$ cat config.mk
export PLATFORM = sky130hd
export DESIGN_NAME = sirq_status_reg
export DESIGN_NICKNAME = d
export VERILOG_FILES = /design/src/rtl/sirq_pkg.sv /design/src/rtl/sirq_level_rec.sv /design/src/rtl/sirq_status_bank.sv /design/src/rtl/sirq_mask_reg.sv /design/src/rtl/sirq_irq_comb.sv /design/src/rtl/sirq_status_reg.sv
export SDC_FILE = /design/constraint.sdc
export NUM_CORES = 1
export LEC_CHECK = 0
export ABC_AREA = 0
export BUFFER_PORTS_ARGS = -buffer_cell sky130_fd_sc_hd__buf_2
export CAP_MARGIN = 5
export CORE_MARGIN = 1.5
export CORE_UTILIZATION = 47
export DETAILED_ROUTE_END_ITERATION = 10
export GPL_TIMING_DRIVEN = 0
export PLACE_DENSITY = 0.86
export SYNTH_ARGS = -nofsm -noshare
export SYNTH_HDL_FRONTEND = slang
export SYNTH_SLANG_ARGS = --single-unit
export TNS_END_PERCENT = 30
$ cat constraint.sdc
create_clock -name clk_i -period 1.16 [get_ports clk_i]
set_input_delay 0.058 -clock clk_i [delete_from_list [all_inputs] [get_ports clk_i]]
set_output_delay 0.058 -clock clk_i [all_outputs]
set_load 0.005 [all_outputs]
$ cat src/rtl/sirq_pkg.sv
`timescale 1ns/1ps
package sirq_pkg;
  localparam int REG_W = 32;

  typedef enum logic {
    SEL_STATUS = 1'b0,
    SEL_MASK   = 1'b1
  } reg_sel_e;
endpackage

$ cat src/rtl/sirq_level_rec.sv
`timescale 1ns/1ps
// Registered record of the live request levels
module sirq_level_rec #(
  parameter int NUM_SRC = 16
) (
  input  logic               clk_i,
  input  logic               rst_ni,
  input  logic [NUM_SRC-1:0] req_i,
  output logic [NUM_SRC-1:0] level_o
);
  logic [NUM_SRC-1:0] level_q;

  always_ff @(posedge clk_i or negedge rst_ni) begin
    if (!rst_ni) level_q <= '0;
    else         level_q <= req_i;
  end

  assign level_o = level_q;

  AST_LEVEL_TRACKS: assert property (@(posedge clk_i) disable iff (!rst_ni)
    rst_ni |=> level_o == $past(req_i));
endmodule

$ cat src/rtl/sirq_status_bank.sv
`timescale 1ns/1ps
// Sticky per-source status bits, clear gated by recorded level
module sirq_status_bank #(
  parameter int NUM_SRC = 16
) (
  input  logic               clk_i,
  input  logic               rst_ni,
  input  logic [NUM_SRC-1:0] level_i,
  input  logic [NUM_SRC-1:0] clr_i,
  output logic [NUM_SRC-1:0] status_o
);
  logic [NUM_SRC-1:0] st_q;
  logic [NUM_SRC-1:0] clr_ok;

  assign clr_ok = clr_i & ~level_i;

  for (genvar g = 0; g < NUM_SRC; g++) begin : g_bit
    always_ff @(posedge clk_i or negedge rst_ni) begin
      if (!rst_ni)          st_q[g] <= 1'b0;
      else if (level_i[g])  st_q[g] <= 1'b1;  // set has priority
      else if (clr_ok[g])   st_q[g] <= 1'b0;
    end

    AST_SET_LATCH: assert property (@(posedge clk_i) disable iff (!rst_ni)
      level_i[g] |=> status_o[g]);
    AST_CLEAR_BLOCKED: assert property (@(posedge clk_i) disable iff (!rst_ni)
      (clr_i[g] && level_i[g]) |=> status_o[g]);
    AST_CLEAR_TAKES: assert property (@(posedge clk_i) disable iff (!rst_ni)
      (clr_i[g] && !level_i[g]) |=> !status_o[g]);
    AST_STICKY: assert property (@(posedge clk_i) disable iff (!rst_ni)
      (status_o[g] && !clr_i[g]) |=> status_o[g]);
  end

  assign status_o = st_q;
endmodule

$ cat src/rtl/sirq_mask_reg.sv
`timescale 1ns/1ps
// Per-source interrupt enable
module sirq_mask_reg #(
  parameter int NUM_SRC = 16
) (
  input  logic               clk_i,
  input  logic               rst_ni,
  input  logic               wr_i,
  input  logic [NUM_SRC-1:0] wdata_i,
  output logic [NUM_SRC-1:0] mask_o
);
  logic [NUM_SRC-1:0] mask_q;

  always_ff @(posedge clk_i or negedge rst_ni) begin
    if (!rst_ni)   mask_q <= '0;
    else if (wr_i) mask_q <= wdata_i;
  end

  assign mask_o = mask_q;

  AST_MASK_HOLD: assert property (@(posedge clk_i) disable iff (!rst_ni)
    !wr_i |=> $stable(mask_o));
endmodule

$ cat src/rtl/sirq_irq_comb.sv
`timescale 1ns/1ps
// Registered OR of enabled status bits
module sirq_irq_comb #(
  parameter int NUM_SRC = 16
) (
  input  logic               clk_i,
  input  logic               rst_ni,
  input  logic [NUM_SRC-1:0] status_i,
  input  logic [NUM_SRC-1:0] mask_i,
  output logic               irq_o
);
  logic irq_q;

  always_ff @(posedge clk_i or negedge rst_ni) begin
    if (!rst_ni) irq_q <= 1'b0;
    else         irq_q <= |(status_i & mask_i);
  end

  assign irq_o = irq_q;

  AST_IRQ_FOLLOWS: assert property (@(posedge clk_i) disable iff (!rst_ni)
    rst_ni |=> irq_o == $past(|(status_i & mask_i)));
endmodule

$ cat src/rtl/sirq_status_reg.sv
`timescale 1ns/1ps
module sirq_status_reg #(
  parameter int NUM_SRC = 16
) (
  input  logic                       clk_i,
  input  logic                       rst_ni,
  input  logic [NUM_SRC-1:0]         req_i,
  input  logic                       wr_en_i,
  input  logic                       sel_i,
  input  logic [sirq_pkg::REG_W-1:0] wdata_i,
  output logic [sirq_pkg::REG_W-1:0] rdata_o,
  output logic                       irq_o
);
  import sirq_pkg::*;

  localparam int TOP_BIT = REG_W - 1;

  logic [NUM_SRC-1:0] level;
  logic [NUM_SRC-1:0] status;
  logic [NUM_SRC-1:0] mask;
  logic [NUM_SRC-1:0] src_wdata;
  logic [NUM_SRC-1:0] clr_vec;
  logic               wr_status;
  logic               wr_mask;
  logic [REG_W-1:0]   status_word;
  logic [REG_W-1:0]   mask_word;

  assign wr_status = wr_en_i && (reg_sel_e'(sel_i) == SEL_STATUS);
  assign wr_mask   = wr_en_i && (reg_sel_e'(sel_i) == SEL_MASK);

  // Source n <-> register bit TOP_BIT-n
  always_comb begin
    status_word = '0;
    mask_word   = '0;
    for (int n = 0; n < NUM_SRC; n++) begin
      src_wdata[n]           = wdata_i[TOP_BIT-n];
      status_word[TOP_BIT-n] = status[n];
      mask_word[TOP_BIT-n]   = mask[n];
    end
  end

  assign clr_vec = wr_status ? src_wdata : '0;
  assign rdata_o = (reg_sel_e'(sel_i) == SEL_MASK) ? mask_word : status_word;

  sirq_level_rec #(.NUM_SRC(NUM_SRC)) u_level (
    .clk_i   (clk_i),
    .rst_ni  (rst_ni),
    .req_i   (req_i),
    .level_o (level)
  );

  sirq_status_bank #(.NUM_SRC(NUM_SRC)) u_status (
    .clk_i    (clk_i),
    .rst_ni   (rst_ni),
    .level_i  (level),
    .clr_i    (clr_vec),
    .status_o (status)
  );

  sirq_mask_reg #(.NUM_SRC(NUM_SRC)) u_mask (
    .clk_i   (clk_i),
    .rst_ni  (rst_ni),
    .wr_i    (wr_mask),
    .wdata_i (src_wdata),
    .mask_o  (mask)
  );

  sirq_irq_comb #(.NUM_SRC(NUM_SRC)) u_irq (
    .clk_i    (clk_i),
    .rst_ni   (rst_ni),
    .status_i (status),
    .mask_i   (mask),
    .irq_o    (irq_o)
  );

  AST_MASK_ON_STATUS_WR: assert property (@(posedge clk_i) disable iff (!rst_ni)
    wr_status |=> $stable(mask));
endmodule

==> impl_results.md, run 1 <==
- Half-perimeter wire length of the detailed placement result: 2680 um
- Synthesis warning total: 0
- Chip Width: slightly below 70 um
- Deepest clock path buffer count: 2
- Ranking of synthesized cells by area: dfrtp_1 (61%), mux2_2 (18%), a21o_1 (5.9%)
- Total number of vias: around 1400
- Overall routed net length: 3980 um
- Area leader, netlist: dfrtp_1
- First-pass iteration count of the detailed router: 4
- Final #Nets: 297
- Post-detailed-route wirelength per cell: 13.4 um
- Min Hold Slack: -0.0477 ns
- GR Util All Layers: between 10% and 20%
- Avg Vias per Cell: 4.76
- Sum of internal, switching and leakage power: about 0.0035 W
- Top achievable clock speed: 861 MHz
- Worst setup EP type: output pin
- Area of the die: 4710 um2
- Number of antenna violations at the first check in global routing: 0
- Post-Syn Instances: 146
- Final worst setup slack: -0.00127 ns
- Port Buffers: 51
- Final clock period utilization by the worst path: 100%
- Required time of the critical path: 1.10 ns
- Top-level I/O count: 85
- Placer Congestion: 0.749
- Final hold violation count: a little under 50
- Antenna-violating nets left: 0
- Crit path kind: reg -> out
- Global-route wire length before repair: ~6300 um
- Path category of the worst min-delay check: in -> async
- Post-Layout Inst Area: 2790 um2
- Number of sinks handled by clock tree synthesis: 49
- Leading cell type in the layout, fill and taps excluded: dfrtp_1
- Worst-margin pin slew: 1.06 ns
- Sequential share of the synthesized area: 60.6%
- Setup repair after global routing missed its margin: yes
- Core area: 4060 um2
- Final setup vio count: 1
- Proportion of netlist area held by the largest area contributor: about three fifths
- DRC: 0
- Final Skew: 0.00466 ns
- Grt ovf: 0
- Total of max-cap violations: 0
- Number of pins with negative max-slew slack in the final report: 0
- Biggest fanout along the worst timing path: 3
- Clock latency of the later-clocked register in the worst-skew pair: approximately 0.3 ns
- Cell variety after synth: 13
- Critical path launch point type: flip-flop
- Number of levels the H-tree was split into: 2
- Total number of placement rows: 23
- Cell Area, Synth: 2020 um2
- Commonest cells after routing, fill and taps aside: dfrtp_1 (49), buf_2 (47), mux2_2 (26), buf_4 (26)
- Worst VDD drop: 787 uV
- Signed area change from the synthesized netlist to the final layout: 37.7%
- Final Critical Period: 1.16 ns
- Clock transition at the registers of the reported paths: 0.08 ns
- Leakage: 1.30 nW
- CP Data Arrival Time: 1.10 ns
- Ant diodes: 0
- Initial Utilization: 49.9%
- Root Driver: clkbuf_8
- Placed cell area: 2400 um2
- Outcome: finished, violations left
- Power density of the placed cells: 1270 nW/um2
- Share of final-layout standard cells stronger than drive strength 1: around half
- First DRT Iteration DRCs: 63
- Maximum number of pins on one net before global-route repair: 50
- Violated checks: hold timing, setup timing
- Vert. Die Dim: 68.6 um
- CTS buffer count: 5
- Max-slew headroom at the worst pin: 29.3%
- Via count of the first global-routing pass: 1365
- CTS tree: built
- Mean Syn Cell Area: about 14 um2
- Synthesis-stage register bit count: 49
==> Yosys cell counts, drive strengths merged <==
cell    number
buf         21
a221oi       4
a21o        16
a22o         4
dfrtp       49
nor2b        1
nand4        1
conb         1
mux2        32
nand2       17
==> kinds of logic after synthesis <==
group                  share of synthesized area [%]
AO/OA/AOI/OAI                                   9.40
flip-flops                                      60.6
buffers and inverters                           8.10
AND/OR/NAND/NOR                                 3.90
multiplexers                                    17.8
other                                          0.185
==> per-layer routing <==
layer	share of wire (%)	GRT usage, %	vias up
met5	0	0	-
met4	1.3	6.00	0
met3	5.7	4.87	5
met2	49	31.9	49
met1	43	24.0	680
li1	-	-	674
==> final timing paths <==
kind / from / end / depth (start not counted) / slack [ns]
worst min register to register: u_level.level_o[11]$_DFF_PN0_ / u_status.status_o[11]$_DFFE_PN0P_ / 1 / 0.43
max in group asynchronous: rst_ni / u_level.level_o[15]$_DFF_PN0_ / 1 / 0.56
worst max-delay path: u_status.status_o[0]$_DFFE_PN0P_ / rdata_o[31] / 2 / -0.001
worst max register to register: u_mask.mask_o[7]$_DFFE_PN0P_ / u_irq.irq_o$_DFF_PN0_ / 3 / 0.06
worst min-delay path: rst_ni / u_level.level_o[0]$_DFF_PN0_ / 1 / -0.05
min in group clk_i: wdata_i[20] / u_mask.mask_o[11]$_DFFE_PN0P_ / 2 / 0.01
==> what timing repair did <==
action,in CTS,in global routing
gates resized for setup,4,10
buffers inserted,4,6
hold buffers,16,0
endpoints found under the setup margin,5,17
endpoints found under the hold margin,65,0
==> through the flow <==
stage	util (%)	setup TNS (ns)	std cells	worst slack [ns]
after floorplan	-	0	161	0.144
after global placement	59.1	-0.0298	262	-0.0298
after detailed placement	59.1	-0.0237	262	-0.0237
after CTS	66.2	-0.0153	290	-0.00699
after global routing	68.6	-0.429	296	-0.0351
final	68.6	-0.00127	296	-0.00127
==> layout make-up <==
class                   count  area, um2
fillers                   288       1270
flip-flops and latches     49       1230
multi-input cells          91        724
repair buffers             77        528
plain buffers              21        164
clock buffers               8       80.1
well taps                  50       62.6
==> critical path, cell delays in order, from the launching register on <==
cell     delay [ns]
dfrtp_1        0.41
mux2_4         0.29
buf_6          0.12
==> where the power goes <==
group	internal [W]	switching [W]	leakage, nW	total [W]
sequential	0.00185	0.0000913	0.534	0.00194
combinational	0.000423	0.000244	0.728	0.000667
clock	0.000429	0.000512	0.0395	0.000941
==> flip-flops by register name, indices dropped and copies added (netlist names) <==
signal             cells
u_status.status_o     16
u_level.level_o       16
u_irq.irq_o            1
u_mask.mask_o         16
(Power assumes the default switching activity.)
==> run 2, diff against run 1 <==
- PLACE_DENSITY: 0.86 -> 0.8
- TNS_END_PERCENT: 30 -> 50
==> run 2 against run 1 <==
Effect of this change: the run still ends with hold timing, setup timing left; sequential cell count is the same; sequential power about the same; critical endpoint is now rdata_o[23]; largest power group unchanged; setup slack got worse by 0.011 ns; total power up 0.95%.
==> impl_results.md, run 2 (synthesis gave the netlist of run 1 again) <==
- Number of sinks handled by clock tree synthesis: a little under 50
- Setup repair after global routing missed its margin: yes
- Signed area change from the synthesized netlist to the final layout: 40.6%
- Half-perimeter wire length of the detailed placement result: ~2700 um
- Final setup vio count: 4
- Avg Vias per Cell: about 4.8
- Worst-margin pin slew: approximately 1.0 ns
- Placed cell area: 2400 um2
- Ant diodes: 0
- Required time of the critical path: 1.10 ns
- Final clock period utilization by the worst path: 101%
- Crit path kind: reg -> out
- Port Buffers: 51
- Min Hold Slack: -0.0572 ns
- Total number of vias: 1451
- GR Util All Layers: 19.2%
- Number of pins with negative max-slew slack in the final report: 0
- Overall routed net length: 4070 um
- Leakage: 1.33 nW
- Initial Utilization: 49.9%
- Antenna-violating nets left: 0
- First-pass iteration count of the detailed router: 4
- Final #Nets: 304
- Final Skew: 0.00545 ns
- Number of filler instances in the final layout: 314
- Final worst setup slack: -0.0122 ns
- Biggest fanout along the worst timing path: 3
- Area of the die: 4710 um2
- Root Driver: clkbuf_8
- Reg2Reg Launch Point: u_mask.mask_o[11]$_DFFE_PN0P_
- Top-level I/O count: 85
- Vert. Die Dim: around 69 um
- Worst VDD drop: roughly 1100 uV
- Grt ovf: 0
- Total number of placement rows: 23
- Leading cell type in the layout, fill and taps excluded: dfrtp_1
- Max-slew headroom at the worst pin: 30.5%
- Outcome: finished, violations left
- Post-Place Worst Slack: 0.00466 ns
- Post-Layout Inst Area: 2840 um2
- Deepest clock path buffer count: 2
- Via count of the first global-routing pass: 1358
- DRC: 0
- Worst setup EP type: output pin
- Maximum number of pins on one net before global-route repair: 50
- Path category of the worst min-delay check: in -> async
- Critical path launch point type: flip-flop
- Number of levels the H-tree was split into: 2
- Commonest cells after routing, fill and taps aside: dfrtp_1 (49), buf_2 (48), buf_4 (29)
- Top achievable clock speed: 853 MHz
- Final hold violation count: 49
- Clock latency of the later-clocked register in the worst-skew pair: 0.30 ns
- CTS buffer count: 5
- Global-route wire length before repair: 6400 um
- Clock transition at the registers of the reported paths: 0.08 ns
- Post-detailed-route wirelength per cell: 13.4 um
- Launch point of the worst path: u_mask.mask_o[8]$_DFFE_PN0P_
- Placer Congestion: 0.749
- Number of antenna violations at the first check in global routing: 0
- Sum of internal, switching and leakage power: approximately 0.0036 W
- CTS tree: built
- Violated checks: hold timing, setup timing
- Power density of the placed cells: between 1000 and 1500 nW/um2
- Core area: 4060 um2
- Final Critical Period: roughly 1.2 ns
- Share of final-layout standard cells stronger than drive strength 1: 49.8%
- Total of max-cap violations: 0
- First DRT Iteration DRCs: 71
- Chip Width: 68.6 um
- CP Data Arrival Time: around 1.1 ns
[run 2: changes by cell type in the layout (fill, tap and decap cells not counted), sizes merged]
cell	before	now
dlygate4sd3	16	20
buf	82	85
[run 2: per-layer routing]
layer,vias to the layer above,share of wire (%),track usage (%)
met5,-,0,0
met4,0,1.3,6.25
met3,5,6.3,5.36
met2,54,50,30.0
met1,703,42,26.0
li1,689,-,-
[run 2: what timing repair did]
item,in CTS,in global routing
hold buffers,20,0
hold endpoints to repair,69,0
cloned,0,0
pin swaps,0,1
buffers inserted,1,12
setup endpoints to repair,8,17
gates resized for setup,4,9
[run 2: power by group]
group / switching, W / total, W / internal, W
clock network: 0.000522 / 0.000951 / 0.000429
registers: 0.0000897 / 0.00194 / 0.00185
logic: 0.000252 / 0.000693 / 0.000441
total: 0.000864 / 0.00358 / 0.00272
[run 2: path summary, 6_finish.rpt]
| kind | to | slack [ns] | cells after the start |
|---|---|---|---|
| min reg2reg | u_status.status_o[3]$_DFFE_PN0P_ | 0.43 | 1 |
| max reg2reg | u_irq.irq_o$_DFF_PN0_ | 0.08 | 3 |
| max in group asynchronous | u_mask.mask_o[0]$_DFFE_PN0P_ | 0.58 | 1 |
| min in group clk_i | u_mask.mask_o[14]$_DFFE_PN0P_ | 0.01 | 2 |
| min | u_level.level_o[13]$_DFF_PN0_ | -0.06 | 1 |
| max | rdata_o[23] | -0.01 | 2 |
[run 2: final cells by class]
type / instances / area [um2] / area share [%]
buffer: 21 / 164 / 5.76
clock buffer: 8 / 80.1 / 2.82
multi-input combinational: 91 / 727 / 25.6
sequential: 49 / 1230 / 43.1
tap: 50 / 62.6 / 2.20
timing repair buffer: 84 / 584 / 20.5
[run 2: worst max-delay path: stages, from the launching register on]
cell	delay [ns]
dfrtp_1	0.42
mux2_4	0.28
buf_6	0.12
[run 2: per-stage QoR]
step / utilization, % / setup TNS [ns] / hold slack (ns) / instances
4_1_cts: 66.7 / -0.0564 / -0.0221 / 291
5_1_grt: 70.1 / -0.474 / 0.00571 / 303
2_1_floorplan: - / 0 / -0.238 / 161
3_3_place_gp: 59.1 / -0.0117 / 0.165 / 262
6_report: 70.1 / -0.0311 / -0.0572 / 303
3_5_place_dp: 59.1 / 0 / 0.167 / 262
